`src/rtl/itmr_pkg.sv`:
```
// Package: shared types for the dual interval timer.
// Assumes: control register is two bits wide; all other bits read zero.
package itmr_pkg;

    // Which register of one timer an address selects.
    typedef enum logic [1:0] {
        SEL_NONE = 2'd0,
        SEL_CNT  = 2'd1,
        SEL_CTL  = 2'd2,
        SEL_LIM  = 2'd3
    } reg_sel_e;

    // Control value: bit 1 = pause while halted, bit 0 = interrupt enable.
    typedef struct packed {
        logic gate;
        logic ie;
    } tctl_t;

    localparam int CTL_W = $bits(tctl_t);

endpackage

```
`src/rtl/itmr_decode.sv`:
```
// Module: itmr_decode
// Maps an auxiliary address to the register of one timer at BASE.
// Assumes: count at BASE, control at BASE+1, limit at BASE+2.
module itmr_decode
    import itmr_pkg::*;
#(
    parameter int              AW   = 12,
    parameter logic [AW-1:0]   BASE = '0
) (
    input  logic [AW-1:0] addr,
    output reg_sel_e      sel
);

    localparam logic [AW-1:0] A_CNT = BASE;
    localparam logic [AW-1:0] A_CTL = AW'(BASE + 1);
    localparam logic [AW-1:0] A_LIM = AW'(BASE + 2);

    // Compare the address against the three register slots.
    always_comb begin
        if (addr == A_CNT)      sel = SEL_CNT;
        else if (addr == A_CTL) sel = SEL_CTL;
        else if (addr == A_LIM) sel = SEL_LIM;
        else                    sel = SEL_NONE;
    end

endmodule

```
`src/rtl/itmr_channel.sv`:
```
// Module: itmr_channel
// One timer: count, control and limit registers plus the interrupt flag.
// Assumes: wr_en is a single-cycle strobe and sel is already decoded.
// Priority: count write over advance; control write over a raising match.
module itmr_channel
    import itmr_pkg::*;
#(
    parameter int            DW      = 32,
    parameter logic [DW-1:0] LIM_RST = '1
) (
    input  logic          clk,
    input  logic          rst_n,
    input  logic          wr_en,
    input  reg_sel_e      sel,
    input  logic [DW-1:0] wdata,
    input  logic          core_halted,
    output logic [DW-1:0] cnt_q,
    output logic [DW-1:0] lim_q,
    output tctl_t         ctl_q,
    output logic          irq_q
);

    logic cnt_wr;
    logic ctl_wr;
    logic lim_wr;
    logic advance;
    logic at_limit;
    logic hit;

    // Qualify the write strobe per register and form the advance/match terms.
    always_comb begin
        cnt_wr   = wr_en && (sel == SEL_CNT);
        ctl_wr   = wr_en && (sel == SEL_CTL);
        lim_wr   = wr_en && (sel == SEL_LIM);
        advance  = !(ctl_q.gate && core_halted);
        at_limit = (cnt_q == lim_q);
        hit      = advance && at_limit && !cnt_wr;
    end

    // Counter: software load, else step or wrap to zero at the limit.
    always_ff @(posedge clk) begin
        if (!rst_n) begin
            cnt_q <= '0;
        end else if (cnt_wr) begin
            cnt_q <= wdata;
        end else if (advance) begin
            cnt_q <= at_limit ? '0 : cnt_q + DW'(1);
        end
    end

    // Limit register.
    always_ff @(posedge clk) begin
        if (!rst_n) begin
            lim_q <= LIM_RST;
        end else if (lim_wr) begin
            lim_q <= wdata;
        end
    end

    // Control register keeps only its low bits.
    always_ff @(posedge clk) begin
        if (!rst_n) begin
            ctl_q <= '0;
        end else if (ctl_wr) begin
            ctl_q <= tctl_t'(wdata[CTL_W-1:0]);
        end
    end

    // Sticky interrupt flag: any control write clears it, and wins a tie.
    always_ff @(posedge clk) begin
        if (!rst_n) begin
            irq_q <= 1'b0;
        end else if (ctl_wr) begin
            irq_q <= 1'b0;
        end else if (hit && ctl_q.ie) begin
            irq_q <= 1'b1;
        end
    end

endmodule

```
`src/rtl/itmr_rdmux.sv`:
```
// Module: itmr_rdmux
// Registered read-back over all timers; unmapped addresses give zero.
// Assumes: at most one timer decodes any address (selects are OR-ed).
module itmr_rdmux
    import itmr_pkg::*;
#(
    parameter int DW = 32,
    parameter int NT = 2
) (
    input  logic          clk,
    input  logic          rst_n,
    input  logic          rd_en,
    input  reg_sel_e      sel   [NT],
    input  logic [DW-1:0] cnt   [NT],
    input  logic [DW-1:0] lim   [NT],
    input  tctl_t         ctl   [NT],
    output logic [DW-1:0] rdata
);

    logic [DW-1:0] rd_mux;

    // OR together the selected register of every timer.
    always_comb begin
        rd_mux = '0;
        for (int i = 0; i < NT; i++) begin
            case (sel[i])
                SEL_CNT: rd_mux = rd_mux | cnt[i];
                SEL_LIM: rd_mux = rd_mux | lim[i];
                SEL_CTL: rd_mux = rd_mux | {{(DW-CTL_W){1'b0}}, ctl[i]};
                default: rd_mux = rd_mux;
            endcase
        end
    end

    // Capture the read value at the strobe edge and hold it.
    always_ff @(posedge clk) begin
        if (!rst_n) begin
            rdata <= '0;
        end else if (rd_en) begin
            rdata <= rd_mux;
        end
    end

endmodule

```
`src/rtl/dual_interval_timer.sv`:
```
// Module: dual_interval_timer (top)
// Two limit-compare timers behind one auxiliary register port.
// Assumes: strobes are single-cycle and synchronous to clk.
module dual_interval_timer
    import itmr_pkg::*;
#(
    parameter int            DW      = 32,
    parameter int            AW      = 12,
    parameter logic [AW-1:0] T0_BASE = 12'h021,
    parameter logic [AW-1:0] T1_BASE = 12'h100
) (
    input  logic          clk,
    input  logic          rst_n,
    input  logic [AW-1:0] aux_addr,
    input  logic [DW-1:0] aux_wdata,
    input  logic          aux_wr,
    input  logic          aux_rd,
    output logic [DW-1:0] aux_rdata,
    input  logic          core_halted,
    output logic          irq0,
    output logic          irq1
);

    localparam int NT = 2;

    reg_sel_e      sel_vec [NT];
    logic [DW-1:0] cnt_vec [NT];
    logic [DW-1:0] lim_vec [NT];
    tctl_t         ctl_vec [NT];
    logic [NT-1:0] irq_vec;

    for (genvar g = 0; g < NT; g++) begin : g_tmr
        localparam logic [AW-1:0] BASE = (g == 0) ? T0_BASE : T1_BASE;

        itmr_decode #(
            .AW   (AW),
            .BASE (BASE)
        ) u_dec (
            .addr (aux_addr),
            .sel  (sel_vec[g])
        );

        itmr_channel #(
            .DW      (DW),
            .LIM_RST ({DW{1'b1}})
        ) u_ch (
            .clk         (clk),
            .rst_n       (rst_n),
            .wr_en       (aux_wr),
            .sel         (sel_vec[g]),
            .wdata       (aux_wdata),
            .core_halted (core_halted),
            .cnt_q       (cnt_vec[g]),
            .lim_q       (lim_vec[g]),
            .ctl_q       (ctl_vec[g]),
            .irq_q       (irq_vec[g])
        );
    end

    itmr_rdmux #(
        .DW (DW),
        .NT (NT)
    ) u_rd (
        .clk   (clk),
        .rst_n (rst_n),
        .rd_en (aux_rd),
        .sel   (sel_vec),
        .cnt   (cnt_vec),
        .lim   (lim_vec),
        .ctl   (ctl_vec),
        .rdata (aux_rdata)
    );

    // Drive the per-timer interrupt pins.
    always_comb begin
        irq0 = irq_vec[0];
        irq1 = irq_vec[1];
    end

endmodule

```
`config.mk`:
```
export PLATFORM = sky130hd
export DESIGN_NAME = dual_interval_timer
export DESIGN_NICKNAME = d
export VERILOG_FILES = /design/src/rtl/itmr_pkg.sv /design/src/rtl/itmr_decode.sv /design/src/rtl/itmr_channel.sv /design/src/rtl/itmr_rdmux.sv /design/src/rtl/dual_interval_timer.sv
export SDC_FILE = /design/constraint.sdc
export NUM_CORES = 1
export LEC_CHECK = 0
export ABC_AREA = 1
export BUFFER_PORTS_ARGS = -buffer_cell sky130_fd_sc_hd__buf_2
export CAP_MARGIN = 30
export CORE_UTILIZATION = 55
export DETAILED_ROUTE_END_ITERATION = 16
export PLACE_DENSITY_LB_ADDON = 0.15
export SYNTH_ARGS = -nofsm -noshare
export SYNTH_HDL_FRONTEND = slang
export SYNTH_HIERARCHICAL = 1
export SYNTH_SLANG_ARGS = --single-unit
```
`constraint.sdc`:
```
create_clock -name clk -period 2.5 [get_ports clk]
set_input_delay 0.5 -clock clk [delete_from_list [all_inputs] [get_ports clk]]
set_output_delay 0.5 -clock clk [all_outputs]
set_load 0.03 [all_outputs]
```
# After elaboration in Yosys (flattened, before gate mapping)
# Cells that the tools add are included.
[word_totals]
reg_bits = 166
latch_bits = 0
ram_bits = 0
rom_bits = 0
inputBits = 49
out_inout_bits = 34
n_memories = 0
[classes]
add_sub_neg = 2
n_mul = 0
div = 0
order_cmp = 0
n_eq_ne = 16
shift = 0
n_mux = 14
bitwise_logic = 4
reduce_logical = 20
[ops]
columns = ["cell", "count"]
rows = [
  ["two-way mux 32 bit", 6],
  ["case mux 32 bit (3 select lines)", 2],
  ["adder 32 x 1 -> 32 bit, second input constant", 2],
  ["equality test 32 bit", 2],
  ["bitwise OR 32 bit", 2],
  ["equality test 12 x 6 -> 1 bit, second input constant", 3],
  ["equality test 12 x 9 -> 1 bit, second input constant", 3],
  ["bitwise OR 32 x 2 -> 32 bit", 1],
  ["logical AND 1 bit", 14],
  ["two-way mux 2 bit", 6],
  ["equality test 2 bit, second input constant", 4],
  ["equality test 2 x 1 -> 1 bit, second input constant", 2],
  ["zero test 1 bit", 4],
  ["inequality test 2 x 1 -> 1 bit, second input constant", 2],
  ["OR reduction 2 bit", 2],
  ["NOT 1 bit", 1],
]

# Depth between registers and ports, before layout
# Gate-level depths: netlist (run 1).
[depth]
depth_word = 9
depth_mapped = 13
mapped_depth_nobuf = 12

# By module
# The synthesis (run 1) kept the hierarchy.
[modules_own_cells]
columns = ["mod", "n_inst", "cells_per_inst", "area_per_inst_um2"]
rows = [
  ["itmr_channel", 2, 616, 4055.1],
  ["itmr_rdmux", 1, 366, 2092.0],
  ["itmr_decode at g_tmr[1].u_dec", 1, 22, 86.3],
  ["itmr_decode at g_tmr[0].u_dec", 1, 20, 77.6],
]

# Worst setup path after synthesis (run 1)
# No wires, ideal clock.
[synth_timing]
path_type = "input to register"
from = "input port aux_addr[10]"
to = "register g_tmr[0].u_ch.lim_q[0]"
setup_ns = 0.133
arrival_ns = 2.127
t_required_ns = 2.367
path_slack_ns = 0.240
path_stages = 12
n_path_buf = 2
path_cell_list = "inv_1 -> nand2_1 -> nor2_1 -> nand2_1 -> nor2_1 -> inv_1 -> nor3_4 -> inv_2 -> buf_2 -> buf_6 -> nand2_1 -> nand3_1"
[synth_rtl]
columns = ["element", "line", "source"]
rows = [
  ["start: declaration", "dual_interval_timer.sv:14", "input logic [AW-1:0] aux_addr,"],
  ["end signal: assignment", "itmr_channel.sv:56", "lim_q <= wdata;"],
  ["end: declaration", "itmr_channel.sv:18", "output logic [DW-1:0] lim_q,"],
]

# Worst setup path in the final report (run 1)
[layout_timing]
from = "register g_tmr[0].u_ch.cnt_q[29]"
to = "register g_tmr[0].u_ch.cnt_q[14]"
[layout_via]
elab_chain_cells = 4
[layout_lines]
columns = ["element", "line", "source"]
rows = [
  ["start: declaration", "itmr_channel.sv:17", "output logic [DW-1:0] cnt_q,"],
  ["start signal: assignment", "itmr_channel.sv:45", "cnt_q <= wdata;"],
  ["start signal: assignment", "itmr_channel.sv:47", "cnt_q <= at_limit ? '0 : cnt_q + DW'(1);"],
  ["equality test 32 bit", "itmr_channel.sv:36", "at_limit = (cnt_q == lim_q);"],
  ["two-way mux 32 bit", "itmr_channel.sv:47", ""],
  ["two-way mux 32 bit", "itmr_channel.sv:46", "end else if (advance) begin"],
  ["two-way mux 32 bit", "itmr_channel.sv:44", "end else if (cnt_wr) begin"],
]
# No other way between the ends. The select of a mux whose other input is x is not followed.
# A chain may end at the register's enable or synchronous reset.

==> run summary, run 1 <==
Core Area: 0.0182 mm²
Critical path type: flop to flop
Max-cap violations: 0
Antenna violations before repair: 0
Antenna Cells: 0
Max Root-Sink Buffers: 2
Mapped Area: 0.0104 mm²
Drt pass-1 iters: 6
Tmin final: 2.06 ns
Flop pwr share: 45.4%
Avg Cell Area, Syn: 6.32 µm²
Register bit total from synthesis: 166
H-tree levels: 4
Row count: 49
Post-CTS sizing: 0
Nets: 1,766
CP Data Required Time: 2.77 ns
I/O Pins: 83
FMAX: 485 MHz
Main combinational cell family by area after synthesis: simple AND/OR/NAND/NOR gates
Post-synthesis compound-gate area fraction: 14.8%
Comb power frac: 6.3%
Clock share of power: 48.3%
# hold bufs at CTS: 0
Clock latency on the worst-skew pair: 0.43 ns
Top-area cell type share of the netlist area: 32.1%
Net Sw Power: 1.42 mW
Sw Ratio: 23.8%
Clock transition at path regs: 0.07 ns
Post-DRT Antenna Nets: 0
Max VDD drop: 0.000486 V
Part of the Yosys area used for sequential elements: 32.1%
Synth Area in Adders: 0.241%
Area growth from synthesis to layout: 13.2%
Post-Route WL: 31,900 µm
Kind of start point of the critical path: flop
Critical Path Fanout Max: 32
TritonCTS clock tree: done
Global-route wire length before repair: 50,400 µm
Clock Skew: 0.00914 ns
Yosys top cell by area: dfxtp_1
Mux cell area share after synthesis: 0%
Hold depth: 3
RSZ-0062 raised after global routing: no
Synth Area in XOR/XNOR: 6.93%
Setup total negative slack: 0 ns
Die X: 139 µm
Initial Util: 56.9%
Final hold violations: 0
Vias in the first global route: 9,597
Vias/cell: 5.55
Status: finished, final reports clean
Post-CTS Setup Inserts: 0
Post-synthesis cell count: 1,640
Initial DRC Count: 1,125
Pins over their slew limit: 0
Routed WL per cell: 16.3 µm
Final setup violation count: 0
Final worst-path cycle share: 82.5%
IO Port Bufs: 82
Dpl hpwl: 23,400 µm
Die height: 139 µm
R2r worst-path depth: 10
CP arrival: 2.34 ns
Total gr overflow: 0
Rel. slew slack: 42.1%
CTS Buf Count: 17
Layout cell share with drive strength beyond 1: 12.3%
GP Congestion: 0.939
Crit end category: flop
Worst min path class: primary input to flop
Die ar.: 0.0194 mm²
Worst-Margin Slew: 0.868 ns
Syn Nets: 1,691
Main area contributors after synthesis: dfxtp_1 32%, nand2_1 16%, inv_1 8.0%
CTS Sinks: 166
Largest net degree at the start of global routing: 65
Synth unique cells: 29
Int Power: 4.54 mW
Hold_ws: 0.397 ns
DR vias: 10,900
Root buffer cell: clkbuf_16
Total power per unit cell area: 508 mW/mm²
Simple-gate portion of the synthesized area: 33.1%
Warning count from the yosys run: 6
Leakage power: 4.77 nW
Gr usage total: 32.9%
DRC violation count after routing: 0
==> cells by family (layout without fill, tap and decap cells) <==
group | after synthesis | count (layout)
XOR/XNOR | 82 | 82
adder cells (fa/ha/maj) | 2 | 2
AND/OR/NAND/NOR | 795 | 795
buffers and inverters | 319 | 407
AO/OA/AOI/OAI | 276 | 276
flip-flops | 166 | 166
==> worst paths after layout <==
| path | startpoint | to | slack, ns |
|---|---|---|---|
| setup / recovery | g_tmr[0].u_ch/cnt_q[29] | g_tmr[0].u_ch/cnt_q[14] | 0.44 |
| hold / removal | aux_wdata[2] | g_tmr[0].u_ch/lim_q[2] | 0.40 |
| setup reg to reg | g_tmr[0].u_ch/cnt_q[29] | g_tmr[0].u_ch/cnt_q[14] | 0.44 |
| hold reg to reg | g_tmr[0].u_ch/irq_q | g_tmr[0].u_ch/irq_q | 0.45 |
==> through the flow <==
stage	instance area [µm²]	util, %	cells	total power, mW	worst slack [ns]
4_1_cts	11700	64.4	1957	5.98	0.462
6_report	11700	64.4	1957	5.96	0.436
3_3_place_gp	11100	60.9	1925	3.13	0.177
5_1_grt	11700	64.4	1957	6.13	0.317
2_1_floorplan	10400	-	1640	2.97	0.240
3_5_place_dp	11100	60.9	1925	3.13	0.179
==> Yosys cell counts <==
master    number
nand3b_1       6
nand2_2       10
dfxtp_1      166
nand2_1      431
xor2_1        30
nor3_4         4
nor2_2         6
buf_2         23
o22ai_1       36
ha_1           2
nor3_1         4
inv_2         15
xnor2_1       52
nand4_1       38
o21ai_0       82
inv_1        220
a21oi_1      112
clkinv_1       8
or2_2          2
nor2_4         9
nor2_1       161
nand3_2        2
o211ai_1      44
or2_0          1
buf_4         13
nand3_1      121
buf_6          7
o21ai_1        2
clkbuf_1      33
==> area by class of cell <==
class	count	area, µm²
clock buffers	21	470
clock inverters	11	173
fillers	1667	6480
inverters	243	912
multi-input cells	1155	5720
flip-flops and latches	166	3320
well taps	229	287
repair buffers	132	848
==> registers in the layout, summed over array words and instances, names as in the netlist <==
signal,cells
g_tmr.u_ch/cnt_q,64
g_tmr.u_ch/ctl_q,4
g_tmr.u_ch/irq_q,2
g_tmr.u_ch/lim_q,64
u_rd/rdata,32
==> worst max-delay path: stages (launching register included) <==
cell	delay, ns
dfxtp_1	0.36
inv_1	0.15
nand2_1	0.07
nand2_1	0.06
nand2_1	0.06
nor2_1	0.10
nand2_1	0.12
nor2_1	0.20
nand2_2	0.44
nand3b_1	0.25
a21oi_1	0.08
==> routing by layer <==
metal / part of all wire (%) / track usage [%]
met4: 2.0 / 9.24
met3: 8.6 / 5.06
met2: 45 / 51.4
met5: 0 / 0
met1: 45 / 46.9
==> cells in the final DEF, fill, tap and decap left out, drive strengths merged <==
master    instances
nand2           441
inv             235
nor2            176
dfxtp           166
buf             132
nand3           123
a21oi           112
o21ai            84
xnor2            52
o211ai           44
nand4            38
o22ai            36
xor2             30
clkbuf           21
clkinv           11
nor3              8
nand3b            6
clkinvlp          4
bufinv            4
or2               3
ha                2
==> power groups by stage <==
stage	clock network, mW	registers, mW	logic [mW]
finish	2.88	2.71	0.376
global route	3.01	2.71	0.403
CTS	2.90	2.71	0.367
detailed placement	0	2.77	0.365
global placement	0	2.77	0.363
floorplan	0	2.81	0.160
No activity file was read; power rests on OpenSTA's default activity.
==> inputs of run 2 (changes only) <==
Clock period 2.5 ns to 2 ns, I/O delays scaled along.
==> run 2 against run 1 <==
  * Non-clock buffer count increased by 11
  * Die area stayed put
  * Clock power rose by 11%
  * Worst setup slack lost 0.29 ns
  * Flip-flop and latch count is the same
  * Clock-buffer cell count fell by 2
  * Power increased by 19%
  * Design area grew 1.2%
  * Sequential share of layout area decreased by 0.33 points
  * Critical path depth grew 1
  * Utilization increased by 0.76 points
==> run summary, run 2 (synthesis results as in run 1) <==
Post-CTS Setup Inserts: 0 (unchanged)
Int Power: 5.26 mW (was 4.54 mW)
Worst-Margin Slew: 0.369 ns (was 0.868 ns)
Commonest non-fill, non-tap cell in the layout: nand2_1 (unchanged)
Clock share of power: 45.3% (was 48.3%)
Critical path type: flop to flop (unchanged)
Crit end category: flop (unchanged)
DR vias: 10,900 (about the same)
Dpl hpwl: 23,700 µm (was 23,400 µm)
Nets: 1,777 (was 1,766)
Post-CTS sizing: 0 (unchanged)
Vias/cell: 5.56 (was 5.55)
Initial Util: 56.9% (unchanged)
Layout cell share with drive strength beyond 1: 12.9% (was 12.3%)
Final setup violation count: 0 (unchanged)
CP arrival: 2.21 ns (was 2.34 ns)
Clock latency on the worst-skew pair: 0.43 ns (about the same)
Post-Route WL: 32,300 µm (was 31,900 µm)
FMAX: 539 MHz (was 485 MHz)
Biggest regs: g_tmr.u_ch/cnt_q: 64 flops, g_tmr.u_ch/lim_q: 64 flops, u_rd/rdata: 32 flops (unchanged)
IO Port Bufs: 82 (unchanged)
Placed cell areas: 0.0113 mm² (was 0.0111 mm²)
Leakage power: 4.85 nW (was 4.77 nW)
Core Area: 0.0182 mm² (unchanged)
I/O Pins: 83 (unchanged)
Final worst-path cycle share: 92.7% (was 82.5%)
Flop pwr share: 47.8% (was 45.4%)
Die ar.: 0.0194 mm² (unchanged)
Total power per unit cell area: 596 mW/mm² (was 508 mW/mm²)
Kind of start point of the critical path: flop (unchanged)
Die height: 139 µm (unchanged)
Drt pass-1 iters: 6 (unchanged)
CTS Buf Count: 17 (unchanged)
CP Data Required Time: 2.36 ns (was 2.77 ns)
H-tree levels: 4 (unchanged)
Pins over their slew limit: 0 (unchanged)
CTS Sinks: 166 (unchanged)
Vias in the first global route: 9,818 (was 9,597)
Initial DRC Count: 1,105 (was 1,125)
Sw Ratio: 25.6% (was 23.8%)
# hold bufs at CTS: 0 (unchanged)
Clock Skew: 0.00852 ns (was 0.00914 ns)
Final hold violations: 0 (unchanged)
Max-cap violations: 0 (unchanged)
Post-DRT Antenna Nets: 0 (unchanged)
Antenna violations before repair: 0 (unchanged)
Die X: 139 µm (unchanged)
Status: finished, final reports clean (unchanged)
Most frequent cells in the layout: 431 x nand2_1, 220 x inv_1, 166 x dfxtp_1, 159 x nor2_1, 121 x nand3_1 (was 431 x nand2_1, 220 x inv_1, 166 x dfxtp_1, 160 x nor2_1, 121 x nand3_1)
Routed WL per cell: 16.4 µm (was 16.3 µm)
GP Congestion: 0.911 (was 0.939)
Row count: 49 (unchanged)
Root buffer cell: clkbuf_16 (unchanged)
Worst min path class: primary input to flop (unchanged)
TritonCTS clock tree: done (unchanged)
Clock transition at path regs: 0.07 ns (about the same)
Setup total negative slack: 0 ns (unchanged)
Rel. slew slack: 75.3% (was 42.1%)
Comb power frac: 6.9% (was 6.3%)
Max Root-Sink Buffers: 2 (unchanged)
Largest net degree at the start of global routing: 49 (was 65)
Max VDD drop: 0.000578 V (was 0.000486 V)
Post-route design area: 0.0119 mm² (was 0.0117 mm²)
Total gr overflow: 0 (unchanged)
Gr usage total: 33.6% (was 32.9%)
Antenna Cells: 0 (unchanged)
Net Sw Power: 1.81 mW (was 1.42 mW)
Tmin final: 1.85 ns (was 2.06 ns)
Critical Path Fanout Max: 5 (was 32)
DRC violation count after routing: 0 (unchanged)
Global-route wire length before repair: 51,500 µm (was 50,400 µm)
RSZ-0062 raised after global routing: no (unchanged)
Area growth from synthesis to layout: 14.5% (was 13.2%)
## run 2: cell types whose count changed in the layout (fill, tap and decap cells not counted)
| cell | change |
|---|---|
| clkbuf_1 | -1 |
| nor2_2 | +1 |
| bufinv_16 | -3 |
| buf_12 | +11 |
| clkbuf_8 | -1 |
| clkinv_4 | +1 |
| clkinv_2 | +3 |
| nor2_1 | -1 |
## run 2: worst max-delay path, stage by stage (launching register included)
cell,delay [ns]
dfxtp_1,0.44
ha_1,0.21
nand2_2,0.10
nor2_4,0.18
nand2_2,0.13
nor2_1,0.25
nand2_1,0.10
nand2_1,0.06
nand2_1,0.05
clkinv_1,0.04
nand4_1,0.08
a21oi_1,0.16
## run 2: layer usage
| layer | global-route usage, % | routed length [µm] | up-vias |
|---|---|---|---|
| li1 | - | - | 5401 |
| met1 | 48.4 | 14800 | 5071 |
| met2 | 51.8 | 14200 | 419 |
| met3 | 5.20 | 2530 | 50 |
| met4 | 9.77 | 741 | 0 |
| met5 | 0 | 0 | - |
## run 2: per-stage QoR
stage               hold slack [ns]  util (%)  setup slack (ns)  instances  power (mW)
finish                        0.300      65.2             0.145       1967        7.07
global route                  0.315      65.2           0.00580       1967        7.25
CTS                           0.289      65.2             0.165       1967        7.07
detailed placement            0.442      62.1           -0.0601       1936        3.93
global placement              0.432      62.1           -0.0407       1936        3.92
floorplan                     0.470         -            0.0209       1640        3.71
## run 2: final timing paths
check	start	to	slack, ns	cells after the start
worst max register to register	g_tmr[1].u_ch/cnt_q[0]	g_tmr[1].u_ch/cnt_q[28]	0.15	11
worst max-delay path	g_tmr[1].u_ch/cnt_q[0]	g_tmr[1].u_ch/cnt_q[28]	0.15	11
worst min register to register	g_tmr[1].u_ch/irq_q	g_tmr[1].u_ch/irq_q	0.45	2
worst min-delay path	aux_wdata[23]	g_tmr[0].u_ch/lim_q[23]	0.30	3
## run 2: area by class of cell
class / instances / area, µm²
Fill cell: 1671 / 6340
Multi-Input combinational cell: 1155 / 5720
Sequential cell: 166 / 3320
Timing Repair Buffer: 143 / 1070
Inverter: 243 / 912
Clock buffer: 19 / 453
Tap cell: 229 / 287
Clock inverter: 12 / 106
## run 2: power groups by stage
stage	Combinational (mW)	Sequential, mW	Clock [mW]
after detailed placement	0.472	3.46	0
after global placement	0.468	3.45	0
after CTS	0.475	3.38	3.22
after global routing	0.521	3.38	3.34
final	0.484	3.38	3.20
after floorplan	0.200	3.51	0
